### src/rtl/tmr_pkg.sv
package tmr_pkg;
  localparam int ADDR_W = 3;

  typedef struct packed {
    logic       run;
    logic       periodic;
    logic       ie;
    logic       spare;
    logic [1:0] div_sel;
    logic       wide;
    logic       oneshot;
  } tmr_ctrl_t;

  localparam logic [7:0] CTRL_RST = 8'h20;

  localparam logic [ADDR_W-1:0] RA_LOAD   = 3'd0;
  localparam logic [ADDR_W-1:0] RA_VALUE  = 3'd1;
  localparam logic [ADDR_W-1:0] RA_CTRL   = 3'd2;
  localparam logic [ADDR_W-1:0] RA_ICLR   = 3'd3;
  localparam logic [ADDR_W-1:0] RA_RAW    = 3'd4;
  localparam logic [ADDR_W-1:0] RA_MASKED = 3'd5;
  localparam logic [ADDR_W-1:0] RA_BGLOAD = 3'd6;
endpackage

### src/rtl/tmr_prescale.sv
module tmr_prescale #(
  parameter int PRE_W = 8
) (
  input  logic       clk,
  input  logic       rst_n,
  input  logic       run_i,
  input  logic       tick_i,
  input  logic [1:0] sel_i,
  input  logic       clr_i,
  output logic       ptick_o
);
  localparam logic [PRE_W-1:0] MASK_16  = PRE_W'(15);
  localparam logic [PRE_W-1:0] MASK_256 = '1;

  logic [PRE_W-1:0] pre_q, pre_d, mask;

  always_comb begin
    case (sel_i)
      2'b01:   mask = MASK_16;
      2'b10:   mask = MASK_256;
      default: mask = '0;
    endcase
  end

  assign ptick_o = run_i & tick_i & ((pre_q & mask) == mask);

  always_comb begin
    pre_d = pre_q;
    if (clr_i)               pre_d = '0;
    else if (run_i & tick_i) pre_d = pre_q + 1'b1;
  end

  always_ff @(posedge clk or negedge rst_n) begin
    if (!rst_n) pre_q <= '0;
    else        pre_q <= pre_d;
  end


  div16_gap_chk: assert property (@(posedge clk) disable iff (!rst_n)
    (ptick_o && sel_i == 2'b01 && !clr_i) |=> !ptick_o);
endmodule

### src/rtl/tmr_core.sv
module tmr_core #(
  parameter int DATA_W   = 32,
  parameter int NARROW_W = 16
) (
  input  logic              clk,
  input  logic              rst_n,
  input  logic              ptick_i,
  input  logic              wide_i,
  input  logic              periodic_i,
  input  logic              oneshot_i,
  input  logic [DATA_W-1:0] limit_i,
  input  logic              load_wr_i,
  input  logic [DATA_W-1:0] load_val_i,
  input  logic              ctrl_wr_i,
  input  logic              iclr_wr_i,
  output logic [DATA_W-1:0] value_o,
  output logic              raw_o,
  output logic              halted_o
);
  localparam logic [DATA_W-1:0] NARROW_MAX = {{(DATA_W-NARROW_W){1'b0}}, {NARROW_W{1'b1}}};
  localparam logic [DATA_W-1:0] FULL_MAX   = '1;

  logic [DATA_W-1:0] cnt_q, cnt_d, top;
  logic              raw_q, raw_d, halt_q, halt_d, at_zero, expire;

  assign top     = wide_i ? FULL_MAX : NARROW_MAX;
  assign value_o = cnt_q & top;
  assign at_zero = (value_o == '0);
  assign expire  = ptick_i & at_zero;

  always_comb begin
    cnt_d = cnt_q;
    if (load_wr_i)    cnt_d = load_val_i;
    else if (ptick_i) begin
      if (!at_zero)        cnt_d = (value_o - 1'b1) & top;
      else if (oneshot_i)  cnt_d = value_o;
      else if (periodic_i) cnt_d = limit_i;
      else                 cnt_d = top;
    end
  end

  always_comb begin
    raw_d = raw_q;
    if (expire)         raw_d = 1'b1;
    else if (iclr_wr_i) raw_d = 1'b0;
    halt_d = halt_q;
    if (load_wr_i | ctrl_wr_i)   halt_d = 1'b0;
    else if (expire & oneshot_i) halt_d = 1'b1;
  end

  always_ff @(posedge clk or negedge rst_n) begin
    if (!rst_n) begin
      cnt_q  <= '0;
      raw_q  <= 1'b0;
      halt_q <= 1'b0;
    end else begin
      cnt_q  <= cnt_d;
      raw_q  <= raw_d;
      halt_q <= halt_d;
    end
  end

  assign raw_o    = raw_q;
  assign halted_o = halt_q;


  raw_sticky_chk: assert property (@(posedge clk) disable iff (!rst_n)
    (raw_o && !iclr_wr_i) |=> raw_o);


  step_down_chk: assert property (@(posedge clk) disable iff (!rst_n)
    (ptick_i && !load_wr_i && !ctrl_wr_i && value_o != '0) |=> (value_o == $past(value_o) - 1'b1));


  halt_hold_chk: assert property (@(posedge clk) disable iff (!rst_n)
    (halted_o && !load_wr_i && !ctrl_wr_i) |=> $stable(value_o));
endmodule

### src/rtl/tmr_down_timer.sv
module tmr_down_timer
  import tmr_pkg::*;
#(
  parameter int DATA_W      = 32,
  parameter int NARROW_W    = 16,
  parameter int PRE_W       = 8,
  parameter int SYNC_STAGES = 2
) (
  input  logic              clk,
  input  logic              rst_n,
  input  logic              tick_en,
  input  logic [ADDR_W-1:0] bus_addr,
  input  logic              bus_we,
  input  logic [DATA_W-1:0] bus_wdata,
  output logic [DATA_W-1:0] bus_rdata,
  output logic              irq
);
  localparam int CTRL_W = $bits(tmr_ctrl_t);

  logic [SYNC_STAGES-1:0] rs_q;
  logic                   rst_int_n;

  always_ff @(posedge clk or negedge rst_n) begin
    if (!rst_n) rs_q <= '0;
    else        rs_q <= {rs_q[SYNC_STAGES-2:0], 1'b1};
  end
  assign rst_int_n = rs_q[SYNC_STAGES-1];

  tmr_ctrl_t         ctrl_q, ctrl_d;
  logic [DATA_W-1:0] limit_q, limit_d, value;
  logic              wr_load, wr_bg, wr_ctrl, wr_iclr, pre_clr, ptick, raw, halted;

  assign wr_load = bus_we & (bus_addr == RA_LOAD);
  assign wr_bg   = bus_we & (bus_addr == RA_BGLOAD);
  assign wr_ctrl = bus_we & (bus_addr == RA_CTRL);
  assign wr_iclr = bus_we & (bus_addr == RA_ICLR);
  assign pre_clr = wr_ctrl & (bus_wdata[3:2] != ctrl_q.div_sel);

  always_comb begin
    ctrl_d  = ctrl_q;
    limit_d = limit_q;
    if (wr_ctrl)          ctrl_d  = tmr_ctrl_t'(bus_wdata[CTRL_W-1:0]);
    if (wr_load | wr_bg)  limit_d = bus_wdata;
  end

  always_ff @(posedge clk or negedge rst_int_n) begin
    if (!rst_int_n) begin
      ctrl_q  <= tmr_ctrl_t'(CTRL_RST);
      limit_q <= '0;
    end else begin
      ctrl_q  <= ctrl_d;
      limit_q <= limit_d;
    end
  end

  tmr_prescale #(.PRE_W(PRE_W)) u_pre (
    .clk     (clk),
    .rst_n   (rst_int_n),
    .run_i   (ctrl_q.run & ~halted),
    .tick_i  (tick_en),
    .sel_i   (ctrl_q.div_sel),
    .clr_i   (pre_clr),
    .ptick_o (ptick)
  );

  tmr_core #(.DATA_W(DATA_W), .NARROW_W(NARROW_W)) u_core (
    .clk        (clk),
    .rst_n      (rst_int_n),
    .ptick_i    (ptick),
    .wide_i     (ctrl_q.wide),
    .periodic_i (ctrl_q.periodic),
    .oneshot_i  (ctrl_q.oneshot),
    .limit_i    (limit_q),
    .load_wr_i  (wr_load),
    .load_val_i (bus_wdata),
    .ctrl_wr_i  (wr_ctrl),
    .iclr_wr_i  (wr_iclr),
    .value_o    (value),
    .raw_o      (raw),
    .halted_o   (halted)
  );

  always_comb begin
    case (bus_addr)
      RA_LOAD, RA_BGLOAD: bus_rdata = limit_q;
      RA_VALUE:           bus_rdata = value;
      RA_CTRL:            bus_rdata = DATA_W'(ctrl_q);
      RA_RAW:             bus_rdata = DATA_W'(raw);
      RA_MASKED:          bus_rdata = DATA_W'(raw & ctrl_q.ie);
      default:            bus_rdata = '0;
    endcase
  end

  assign irq = raw & ctrl_q.ie;


  value_wr_ignored_chk: assert property (@(posedge clk) disable iff (!rst_int_n)
    (bus_we && bus_addr == RA_VALUE && !ptick) |=> $stable(value));
endmodule

### config.mk
export PLATFORM = sky130hd
export DESIGN_NAME = tmr_down_timer
export DESIGN_NICKNAME = d
export VERILOG_FILES = /design/src/rtl/tmr_pkg.sv /design/src/rtl/tmr_prescale.sv /design/src/rtl/tmr_core.sv /design/src/rtl/tmr_down_timer.sv
export SDC_FILE = /design/constraint.sdc
export NUM_CORES = 1
export LEC_CHECK = 0
export CAP_MARGIN = 20
export CELL_PAD_IN_SITES_DETAIL_PLACEMENT = 0
export CELL_PAD_IN_SITES_GLOBAL_PLACEMENT = 1
export CORE_AREA = 2 2 139 141
export CTS_BUF_LIST = sky130_fd_sc_hd__clkbuf_16
export DETAILED_ROUTE_END_ITERATION = 10
export DIE_AREA = 0 0 141 143
export DONT_BUFFER_PORTS = 1
export MAX_ROUTING_LAYER = met4
export PLACE_DENSITY = 0.61
export SYNTH_ARGS = -nofsm -noshare
export SYNTH_HDL_FRONTEND = slang
export SYNTH_SLANG_ARGS = --single-unit
export TNS_END_PERCENT = 5
### constraint.sdc
create_clock -name clk -period 2.73 [get_ports clk]
set_clock_uncertainty 0.1 [all_clocks]
set_input_delay 0.4095 -clock clk [delete_from_list [all_inputs] [get_ports clk]]
set_output_delay 0.4095 -clock clk [all_outputs]
set_load 0.05 [all_outputs]
# [Word-level counts from Yosys, hierarchy flattened]
# Index checks and enable logic that the tools add are counted.
[word_totals] register_bits=84 input_bits=39 wordCells=64
[classes] addsub=2 n_eq_ne=10 mux=14 bitwise=18 reduce_logical=7
[ops] op="2-to-1 mux 32 bit" n=6
[ops] op="one-hot mux 32 bit (5 select lines)" n=1
[ops] op="bitwise AND 32 bit" n=2
[ops] op="logical NOT 32 bit" n=1
[ops] op="subtractor 32 x 1 -> 32 bit, second input constant" n=1
[ops] op="2-to-1 mux 8 bit" n=2
[ops] op="one-hot mux 8 bit (2 select lines)" n=1
[ops] op="bitwise AND 1 bit" n=12
[ops] op="equality test 3 bit, second input constant" n=3
[ops] op="adder 8 x 1 -> 8 bit, second input constant" n=1
[ops] op="bitwise AND 8 bit" n=1
[ops] op="equality test 8 bit" n=1
[ops] op="nonzero test 2 bit" n=4
[ops] op="equality test 3 x 2 -> 1 bit, second input constant" n=2
[ops] op="2-to-1 mux 1 bit" n=4
[ops] op="equality test 3 x 1 -> 1 bit, second input constant" n=1
[ops] op="logical NOT 3 bit" n=1
[ops] op="equality test 2 x 1 -> 1 bit, second input constant" n=1
[ops] op="equality test 2 bit, second input constant" n=1
[ops] op="inequality test 2 bit" n=1
[ops] op="OR 1 bit" n=2
[ops] op="OR reduction 2 bit" n=1
[ops] op="NOT 1 bit" n=1

# [Longest topological paths before layout]
# Gate-level depths: netlist of the first run.
[logic_depth] word_depth=9 depth_mapped=10

# [By module]
# From an unflattened synthesis of the first run, not the netlist that was laid out.
[hier_totals] cells_unflattened=645 area_unflattened_um2=6025.8
[by_module_without_submodules] mod="tmr_core" instances=1 cells_per_inst=437 area_per_inst_um2=3285.7 seq_area_each_um2=850.8
[by_module_without_submodules] mod="tmr_down_timer" instances=1 cells_per_inst=163 area_per_inst_um2=2301.0 seq_area_each_um2=1052.3
[by_module_without_submodules] mod="tmr_prescale" instances=1 cells_per_inst=45 area_per_inst_um2=439.2 seq_area_each_um2=200.2

# [Worst setup path after synthesis of the first run]
# OpenSTA, ideal clock, no wires.
[synth_path] kind="input port to output port" start="input bus_addr[2]" end="output bus_rdata[17]" t_arrival_ps=2244 slack_ps=-23 stages=6 n_path_buf=3 cell_sequence="clkbuf_1 nor3b_1 and2_1 clkbuf_1 clkbuf_1 a22o_1"
[synth_via] elab_chain_cells=3
[synth_lines] item="from (decl)" line="tmr_down_timer.sv:12" rtl="input logic [ADDR_W-1:0] bus_addr,"
[synth_lines] item="equality test 3 bit or logical NOT 3 bit (tied branches)" line="tmr_down_timer.sv:84" rtl="case (bus_addr)"
[synth_lines] item="OR reduction 2 bit" line="tmr_down_timer.sv:84"
[synth_lines] item="one-hot mux 32 bit (5 select lines) *" line="tmr_down_timer.sv:84"
[synth_lines] item="to (decl)" line="tmr_down_timer.sv:15" rtl="output logic [DATA_W-1:0] bus_rdata,"
# Mark *: on every way between the ends. The rest lies on a longest branch, timed or not.

# [Final worst setup path of the first run]
[layout_path] start="register u_core.cnt_q[1]" end="register u_core.cnt_q[27]"
[layout_via] elab_chain_cells=6
[layout_lines] item="from (decl)" line="tmr_core.sv:23" rtl="logic [DATA_W-1:0] cnt_q, cnt_d, top;"
[layout_lines] item="from (signal assigned)" line="tmr_core.sv:57" rtl="cnt_q <= cnt_d;"
[layout_lines] item="bitwise AND 32 bit *" line="tmr_core.sv:27" rtl="assign value_o = cnt_q & top;"
[layout_lines] item="subtractor 32 x 1 -> 32 bit" line="tmr_core.sv:35" rtl="if (!at_zero) cnt_d = (value_o - 1'b1) & top;"
[layout_lines] item="bitwise AND 32 bit" line="tmr_core.sv:35"
[layout_lines] item="2-to-1 mux 32 bit *" line="tmr_core.sv:35"
[layout_lines] item="2-to-1 mux 32 bit *" line="tmr_core.sv:34" rtl="else if (ptick_i) begin"
[layout_lines] item="2-to-1 mux 32 bit *" line="tmr_core.sv:33" rtl="if (load_wr_i) cnt_d = load_val_i;"
# Mark *: on every way between the ends. The rest lies on a longest branch, timed or not. The select of a mux whose other input is x is not followed.
# A chain may end at the register's enable or synchronous reset.

==> results.json, run 1 <==
{
  "cts_sinks": 84,
  "syn_nets": 670,
  "use_met3_pct": 3.69,
  "yosys-top-cells-count": "dfrtp_1, a21oi_1, nor2_1",
  "crit_type": "flip-flop to flip-flop",
  "drtPass1Iterations": 5,
  "clk_pin_slew_worst_paths_ns": 0.07,
  "fin_util_pct": 37.5,
  "cp-start-kind": "flip-flop",
  "final-hold-violation-count": 0,
  "min_from": "bus_wdata[0]",
  "drive_above_1_share_pct": 23.9,
  "synth_ff_type": "dfrtp_1",
  "fin_nets": 717,
  "die_h_microns": 143,
  "start_util_pct": 29.8,
  "reg2reg_slack_ns": 0.08,
  "dieArea_sq_um": 20200,
  "synthTopCellsByArea": "dfrtp_1, mux2_2, a21oi_1, a22o_1, nor2_1",
  "cts_max_path_buffers": 2,
  "crit_path_max_incr_delay_ns": 0.61,
  "yosysMostFrequentCell": "dfrtp_1",
  "grtUsageMet1_pct": 26.4,
  "vias": 5030,
  "leakage_uw": 0.00275,
  "yosysSeqAreaShare_pct": 38.0,
  "drtIter0Drc": 314,
  "grt.busiest_layer": "met2",
  "synth_top_area_share_pct": 37.5,
  "die_w_microns": 141,
  "synth.cell_area_sq_um": 5530,
  "cts_tree": "done",
  "r2r_cells": 8,
  "ir_drop_v": 0.000343,
  "r2r-end": "u_core.cnt_q[27]",
  "final_design_area_no_fill_sq_um": 6970,
  "core_sq_um": 18600,
  "post_drt_wl_per_cell_microns": 20.7,
  "gp_congestion": 0.910,
  "rows": 50,
  "antenna_found_initial": 0,
  "syn_area_per_cell_sq_um": 8.83,
  "min_delay_path_depth": 2,
  "r2r-start": "u_core.cnt_q[1]",
  "cp_common_cell": "or4_4",
  "finalCritPeriodShare_pct": 97.1,
  "grt_overflow": 0,
  "hold_class": "primary input to flip-flop",
  "status": "completed",
  "whs_endpoint": "limit_q[0]",
  "synth_top_area_cell": "dfrtp_1",
  "htree_levels": 3,
  "postSynthCellCount": 627,
  "critPathMaxFanout": 7,
  "hpwl_mm": 13.3,
  "post-route-drc-count": 0,
  "clk_latency_ns": 0.36,
  "max_freq_ghz": 0.377,
  "placed_cell_area_sq_um": 6580,
  "crit_chain": "buf_4, or4_4, or4_4, buf_12, and4bb_1, xor2_1, a21oi_1, nor2_1",
  "synth_seq_cells": 84,
  "cts_root_buf": "clkbuf_16",
  "slew_headroom_pct": 32.9,
  "wl_mm": 18.9,
  "diodes": 0,
  "grt_start_max_net_pins": 55,
  "ant_nets": 0,
  "cp.required_ns": 2.86,
  "report.final.slew_viol_count": 0,
  "period_minus_slack_ns": 2.65,
  "critPathCaptureType": "flip-flop",
  "synth_edf_count": 0,
  "ios": 72,
  "worst-slew-pin-transition_ns": 1.00,
  "timing.critical_path.slowest_stage_cell": "or4_4",
  "ys_types": 64,
  "crit_arrival_ns": 2.79,
  "grt_pass1_vias": 5176,
  "rsz0062_at_grt": "true",
  "grt_pass1_wl_mm": 30.1,
  "gr-usage-met2_pct": 31.1,
  "finalPower_uw": 5800,
  "setup_viol_count_final": 0,
  "viasPerCell": 5.51,
  "cts_buffers": 9,
  "syn_to_final_growth_pct": 25.9,
  "power_density_nw_per_um2": 833,
  "portBuffers": 0,
  "maxCapViolCount": 0,
  "synth_warnings": 0,
  "grt.total_usage_pct": 20.0,
  "ys_async_sr_fraction_pct": 100
}
cell usage in the layout (no fill, tap or decap), types with 7 or more instances in the layout:
cell	Yosys	routed
xnor2_1	9	9
inv_1	12	15
a2bb2oi_1	13	13
o22ai_1	13	13
a22o_1	26	25
nor2_1	49	49
nor2b_1	16	14
buf_4	1	65
clkbuf_16	0	9
a31oi_1	7	7
xor2_1	16	16
a21oi_1	54	54
nand3_1	10	10
nand2_1	45	45
nor3_1	17	16
buf_12	0	28
a22oi_1	8	8
o31ai_1	14	14
o21ai_0	28	21
nor4_1	7	7
mux2_2	34	34
nand4_1	7	7
dfrtp_1	83	82
o21ai_1	20	26
worst max path at each step:
| stage | from | to | slack [ns] | cells past startpoint |
|---|---|---|---|---|
| after floorplan | bus_addr[2] | bus_rdata[18] | -0.02 | 6 |
| after global placement | u_core.cnt_q[0] | u_core.cnt_q[22] | 0.08 | 7 |
| after detailed placement | u_core.cnt_q[1] | u_core.cnt_q[22] | 0.08 | 7 |
| after CTS | u_core.cnt_q[7] | u_core.cnt_q[29] | 0.04 | 7 |
| after global routing | u_core.cnt_q[1] | u_core.cnt_q[29] | -0.02 | 7 |
| final | u_core.cnt_q[1] | u_core.cnt_q[27] | 0.08 | 8 |
worst max-delay path: cells and delay by family (launching register included):
| family | cells | cell delay (ns) |
|---|---|---|
| AO/OA/AOI/OAI | 1 | 0.16 |
| XOR/XNOR | 1 | 0.07 |
| flip-flops | 1 | 0.38 |
| AND/OR/NAND/NOR | 4 | 1.48 |
| buffers and inverters | 2 | 0.32 |
where the power goes:
| part | internal [uW] | switching, uW | leakage [uW] |
|---|---|---|---|
| Sequential | 1620 | 435 | 0.00101 |
| Clock | 699 | 539 | 0.000147 |
| Combinational | 1140 | 1370 | 0.00159 |
what timing repair did:
item,in CTS,in global routing
endpoints found under the hold margin,2,0
hold buffers,1,0
buffers inserted,0,6
endpoints found under the setup margin,0,9
gates resized for setup,0,6
state kept, by name, indices dropped and copies added, names as in the netlist:
name / count
u_core.raw_o: 1
rs_q: 2
u_pre.pre_q: 8
limit_q: 32
u_core.cnt_q: 32
ctrl_q: 8
u_core.halted_o: 1
per-stage QoR:
step	hold slack [ns]	std cells	TNS (ns)	setup slack [ns]
6_report	0.0754	913	0	0.0780
5_1_grt	0.0753	913	-0.0557	-0.0242
4_1_cts	0.0651	907	0	0.0419
3_5_place_dp	0.0140	890	0	0.0778
3_3_place_gp	0.0140	890	0	0.0787
2_1_floorplan	0.0139	627	-0.292	-0.0230
area by class of cell:
cell class                      instances  area, sq um
Clock buffer                            9          225
Clock inverter                          7         61.3
Fill cell                            1871        11600
Inverter                               12         45.0
Multi-Input combinational cell        473         3180
Sequential cell                        84         2110
Tap cell                              234          293
Timing Repair Buffer                   94         1060
cell families (layout without fill, tap and decap cells):
kind of cell / count (synthesis) / count (layout) / share of synthesized area, %
AO/OA/AOI/OAI: 210 / 210 / 24.8
AND/OR/NAND/NOR: 195 / 195 / 19.2
flip-flops: 84 / 84 / 38.0
buffers and inverters: 70 / 122 / 5.38
multiplexers: 38 / 38 / 7.64
XOR/XNOR: 25 / 25 / 3.96
adder cells (fa/ha/maj): 4 / 4 / 0.904
other: 1 / 1 / 0.0678
routing by layer:
layer	vias up	routed length (microns)	share of wire (%)
met3	12	969	5.1
li1	2406	-	-
met1	2503	8780	46
met4	0	186	0.98
met2	109	8990	48
met5	-	0	0
(Power assumes the default switching activity.)
==> run 2, diff against run 1 <==
- CORE_AREA: 2 2 139 141 -> 2 2 145 147
- DIE_AREA: 0 0 141 143 -> 0 0 147 149
- RECOVER_POWER: default -> 100
- SYNTH_HIERARCHICAL: default -> 1
==> run 2 against run 1 <==
  * Core utilization decreased by 4.3 points
  * The flow now finishes with violations (capacitance limit, slew limit)
  * First-iteration DRC count rose by 17%
  * Global-route usage fell by 0.62 points
==> results.json, run 2 <==
{
  "ir_drop_v": 0.000363,
  "leakage_uw": 0.00276,
  "synth_seq_cells": 84,
  "synth_top_area_share_pct": 34.5,
  "cts_buffers": 9,
  "finalCritPeriodShare_pct": 97.8,
  "syn_to_final_growth_pct": 13.3,
  "violations": "capacitance limit, slew limit",
  "rows": 53,
  "cts_sinks": 84,
  "cts_max_path_buffers": 2,
  "final-hold-violation-count": 0,
  "power_density_nw_per_um2": 890,
  "grt_pass1_wl_mm": 32.0,
  "grt_start_max_net_pins": 46,
  "gp_congestion": 0.885,
  "hpwl_mm": 14.3,
  "worst-slew-pin-transition_ns": 1.78,
  "diodes": 0,
  "wl_mm": 20.0,
  "drtIter0Drc": 368,
  "p_seq_share_pct": 32.7,
  "p_sw_uw": 2590,
  "intPower_uw": 3480,
  "viasPerCell": 5.47,
  "pwr-share-clk_pct": 20.6,
  "ios": 72,
  "drtPass1Iterations": 5,
  "critPathCaptureType": "flip-flop",
  "grt_overflow": 0,
  "ys_async_sr_fraction_pct": 100,
  "antenna_found_initial": 0,
  "hold_class": "primary input to flip-flop",
  "htree_levels": 3,
  "cp-start-kind": "flip-flop",
  "status": "finished with violations",
  "postSynthCellCount": 645,
  "fin_util_pct": 33.2,
  "grt.total_usage_pct": 19.4,
  "final_common_cell": "dfrtp_1",
  "setup_tns_ns": 0,
  "max_freq_ghz": 0.375,
  "fin_nets": 722,
  "dieArea_sq_um": 21900,
  "synth_top_area_cell": "dfrtp_1",
  "hold-worst-slack_ns": 0.0736,
  "ant_nets": 0,
  "syn_nets": 688,
  "power_frac_comb_pct": 46.6,
  "yosys-top-cells-count": "dfrtp_1, o21ai_0, nor2_1",
  "die_w_microns": 147,
  "clk_latency_ns": 0.36,
  "drive_above_1_share_pct": 20.5,
  "synth_edf_count": 0,
  "clk_pin_slew_worst_paths_ns": 0.08,
  "period_minus_slack_ns": 2.67,
  "vias": 5249,
  "yosysSeqAreaShare_pct": 34.9,
  "post-route-drc-count": 0,
  "instances_no_fill": 959,
  "synth_warnings": 6,
  "layout_common_cells": "dfrtp_1, buf_4, nor2_1",
  "reg2reg_slack_ns": 0.06,
  "core_sq_um": 20600,
  "dp_cells": 942,
  "syn_area_per_cell_sq_um": 9.34,
  "reg_top3": "limit_q (32), u_core/cnt_q (32)",
  "report.final.slew_viol_count": 38,
  "portBuffers": 0,
  "critPathMaxFanout": 3,
  "cp.required_ns": 2.90,
  "start_util_pct": 29.3,
  "post_drt_wl_per_cell_microns": 20.9,
  "finalPower_uw": 6080,
  "synthTopCellsByArea": "dfrtp_1, mux2_4, a22o_2, o21ai_0, a21oi_1",
  "cts_setup_buffers": 0,
  "crit_arrival_ns": 2.84,
  "cts_root_buf": "clkbuf_16",
  "cts_tree": "done",
  "rsz0062_at_grt": "true",
  "ys_types": 74,
  "switching_share_pct": 42.7,
  "maxCapViolCount": 1,
  "yosysMostFrequentCell": "dfrtp_1",
  "synth_ff_type": "dfrtp_1",
  "grt_pass1_vias": 5515,
  "die_h_microns": 149,
  "setup_viol_count_final": 0,
  "crit_type": "flip-flop to flip-flop",
  "synth.cell_area_sq_um": 6030,
  "slew_headroom_pct": -18.3
}
## run 2: metal layers
layer	track usage (%)	part of all wire, %	vias up
met5	-	0	-
li1	-	-	2447
met2	33.2	50	161
met1	23.4	44	2618
met4	4.71	1.5	0
met3	4.22	5.1	23
## run 2: per-stage QoR
step / cell area, sq um / setup WS, ns
finish: 6830 / 0.0611
global route: 6830 / -0.0929
CTS: 7030 / 0.0640
detailed placement: 6720 / -0.00428
global placement: 6720 / 0.0587
floorplan: 6040 / -0.0137
## run 2: area by class of cell
class	instances	area, sq um
clock buffer	9	225
tap	275	344
timing repair buffer	88	657
fill	2214	13700
sequential	84	2100
inverter	19	71.3
multi-input combinational	477	3360
clock inverter	7	70.1
## run 2: power groups by stage
stage	clock, uW	combinational (uW)	sequential [uW]
floorplan	0	1990	2030
global placement	0	2900	2000
detailed placement	0	2930	2010
CTS	1280	2950	1990
global route	1340	3110	2040
finish	1250	2830	1990
## run 2: kinds of logic after synthesis
family / share of synthesized area [%]
other: 0.0622
and+or+nand+nor: 17.9
adders and majority gates: 0.831
muxes: 11.2
DFF: 34.9
xor gates and xnor gates: 3.34
AOI/OAI and AO/OA: 24.2
buffers and inverters: 7.56
## run 2: worst max-delay path, cell delays in order, from the launching register on
cell,delay [ns]
dfrtp_1,0.39
inv_1,0.08
ha_1,0.17
or4b_2,0.65
nor4_4,0.30
buf_4,0.18
nand2_1,0.07
or4_1,0.43
a32oi_1,0.21
## run 2: what timing repair did
action / 4_1_cts / 5_1_grt
gates resized for setup: 2 / 4
hold buffers: 1 / 0
cloned: 0 / 0
hold endpoints to repair: 2 / 0
pin swaps: 0 / 1
setup endpoints to repair: 2 / 18
## run 2: path summary, 6_finish.rpt
kind                               endpoint            start  cells after the start
max                        u_core/cnt_q[20]  u_core/cnt_q[0]                      8
min                              limit_q[0]     bus_wdata[0]                      1
max reg2reg                u_core/cnt_q[20]  u_core/cnt_q[0]                      8
min reg2reg                         rs_q[1]          rs_q[0]                      0
max in group asynchronous         ctrl_q[5]          rs_q[1]                      1
min in group asynchronous           rs_q[1]            rst_n                      1
==> run 3, diff against run 2 <==
- CORE_AREA: 2 2 145 147 -> 2 2 119 121
- DIE_AREA: 0 0 147 149 -> 0 0 121 123
- PLACE_DENSITY: 0.61 -> 0.82
==> run 3 against run 2 <==
  * The flow still finishes with violations (capacitance limit, slew limit)
  * Die area shrank 32%
  * Worst setup slack better by 0.016 ns
  * Power decreased by 5.7%
  * Sequential share of layout area up 1.5 points
  * Clock power down 11%
  * Critical endpoint is now u_core/cnt_q[23]
  * Worst hold slack better by 0.013 ns
  * Clock-buffer cell count stayed put
  * Combinational power decreased by 9.9%
==> results.json, run 3 (synthesis results as in run 2) <==
{
  "report.final.slew_viol_count": 41,
  "portBuffers": 0,
  "clk_latency_ns": 0.36,
  "die_w_microns": 121,
  "syn_to_final_growth_pct": 8.04,
  "cts_tree": "done",
  "drtPass1Iterations": 5,
  "htree_levels": 3,
  "antenna_found_initial": 0,
  "cts_root_buf": "clkbuf_16",
  "path_delay_family": "simple AND/OR/NAND/NOR gates",
  "timing.critical_path.slowest_stage_cell": "or4_1",
  "grt.total_usage_pct": 26.1,
  "final-hold-violation-count": 0,
  "crit_chain": "or4_1, or3_4, or3_4, and2_2, a211oi_1, a221oi_2",
  "grt_start_max_net_pins": 43,
  "cp.required_ns": 2.86,
  "p_seq_share_pct": 36.2,
  "layout_common_cells": "dfrtp_1, buf_4, nor2_1",
  "drtIter0Drc": 492,
  "hold-worst-slack_ns": 0.0863,
  "core_sq_um": 13600,
  "post-route-drc-count": 0,
  "dp_cells": 828,
  "critPathMaxFanout": 10,
  "crit_buf_inv": 0,
  "vias": 5293,
  "fin_nets": 704,
  "p_sw_uw": 2420,
  "period_minus_slack_ns": 2.65,
  "gp_congestion": 0.915,
  "cts_sinks": 84,
  "cp-start-kind": "flip-flop",
  "hold_class": "primary input to flip-flop",
  "crit_type": "flip-flop to flip-flop",
  "ios": 72,
  "cts_max_path_buffers": 2,
  "worst-slew-pin-transition_ns": 1.93,
  "wl_met2_mm": 8.56,
  "reg_top3": "limit_q (32), u_core/cnt_q (32)",
  "intPower_uw": 3310,
  "finalCritPeriodShare_pct": 97.2,
  "rsz0062_at_grt": "false",
  "final_common_cell": "dfrtp_1",
  "diodes": 0,
  "cts_buffers": 9,
  "critPathCaptureType": "flip-flop",
  "die_h_microns": 123,
  "crit_arrival_ns": 2.78,
  "leakage_uw": 0.00266,
  "slew_headroom_pct": -28.6,
  "post_drt_wl_per_cell_microns": 21.6,
  "top_layer_used": "met4",
  "grt_overflow": 0,
  "crit_path_max_incr_delay_ns": 0.58,
  "rows": 43,
  "grt_pass1_vias": 5277,
  "grt_pass1_wl_mm": 29.2,
  "pwr-share-clk_pct": 19.4,
  "switching_share_pct": 42.3,
  "max_freq_ghz": 0.377,
  "start_util_pct": 44.3,
  "power_density_nw_per_um2": 880,
  "setup_viol_count_final": 0,
  "met1Wirelength_mm": 8.08,
  "power_frac_comb_pct": 44.4,
  "ant_nets": 0,
  "cp_common_cell": "or3_4",
  "met3_wirelength_mm": 1.22,
  "drive_above_1_share_pct": 18.3,
  "ir_drop_v": 0.000357,
  "status": "finished with violations",
  "hpwl_mm": 12.3,
  "reg2reg_slack_ns": 0.08,
  "dieArea_sq_um": 14900,
  "clk_pin_slew_worst_paths_ns": 0.06,
  "wl_mm": 18.2,
  "violations": "capacitance limit, slew limit",
  "instances_no_fill": 845,
  "viasPerCell": 6.26,
  "maxCapViolCount": 1
}
run 3: cell types whose count changed in the layout (fill, tap and decap cells not counted), sizes merged:
| cell | previous run | this run |
|---|---|---|
| inv | 21 | 20 |
| buf | 70 | 54 |
| clkinv | 4 | 5 |
| clkinvlp | 1 | 0 |
| clkbuf | 26 | 24 |
run 3: worst paths after layout:
kind / startpoint / end / depth (start not counted)
setup / recovery: u_core/cnt_q[8] / u_core/cnt_q[23] / 6
hold / removal: bus_wdata[20] / limit_q[20] / 1
setup reg to reg: u_core/cnt_q[8] / u_core/cnt_q[23] / 6
hold reg to reg: rs_q[0] / rs_q[1] / 0
max in group asynchronous: rs_q[1] / limit_q[27] / 0
min in group asynchronous: rst_n / rs_q[1] / 1
run 3: timing repair:
item,CTS,global route
setup buffers,1,0
gates resized for setup,1,10
pin swaps,1,0
endpoints found under the hold margin,2,0
hold buffers,1,0
endpoints found under the setup margin,2,23
run 3: routing by layer:
layer / track usage [%] / up-vias
li1: - / 2404
met1: 34.2 / 2648
met2: 40.6 / 206
met3: 4.38 / 35
met4: 10.1 / 0
met5: - / -
run 3: cell type report:
type	count	area (sq um)
fill	1334	7100
multi-input combinational	477	3360
sequential	84	2100
timing repair buffer	70	503
clock buffer	9	225
tap	180	225
inverter	19	71.3
clock inverter	6	25.0
run 3: stage by stage:
step           utilization (%)  setup TNS (ns)  power, uW  area, sq um  worst slack (ns)
6_report                  47.8               0       5730         6510            0.0769
4_1_cts                   49.1               0       5840         6690            0.0138
3_3_place_gp              47.1               0       4640         6410            0.0208
3_5_place_dp              47.1         -0.0231       4700         6410           -0.0231
5_1_grt                   47.8               0       6070         6510            0.0223
2_1_floorplan                -         -0.0137       4020         6040           -0.0137
run 3: power groups by stage:
stage / clock network, uW / logic [uW] / registers [uW]
5_1_grt: 1170 / 2760 / 2140
4_1_cts: 1140 / 2640 / 2060
3_5_place_dp: 0 / 2620 / 2080
2_1_floorplan: 0 / 1990 / 2030
6_report: 1110 / 2550 / 2070
3_3_place_gp: 0 / 2580 / 2060
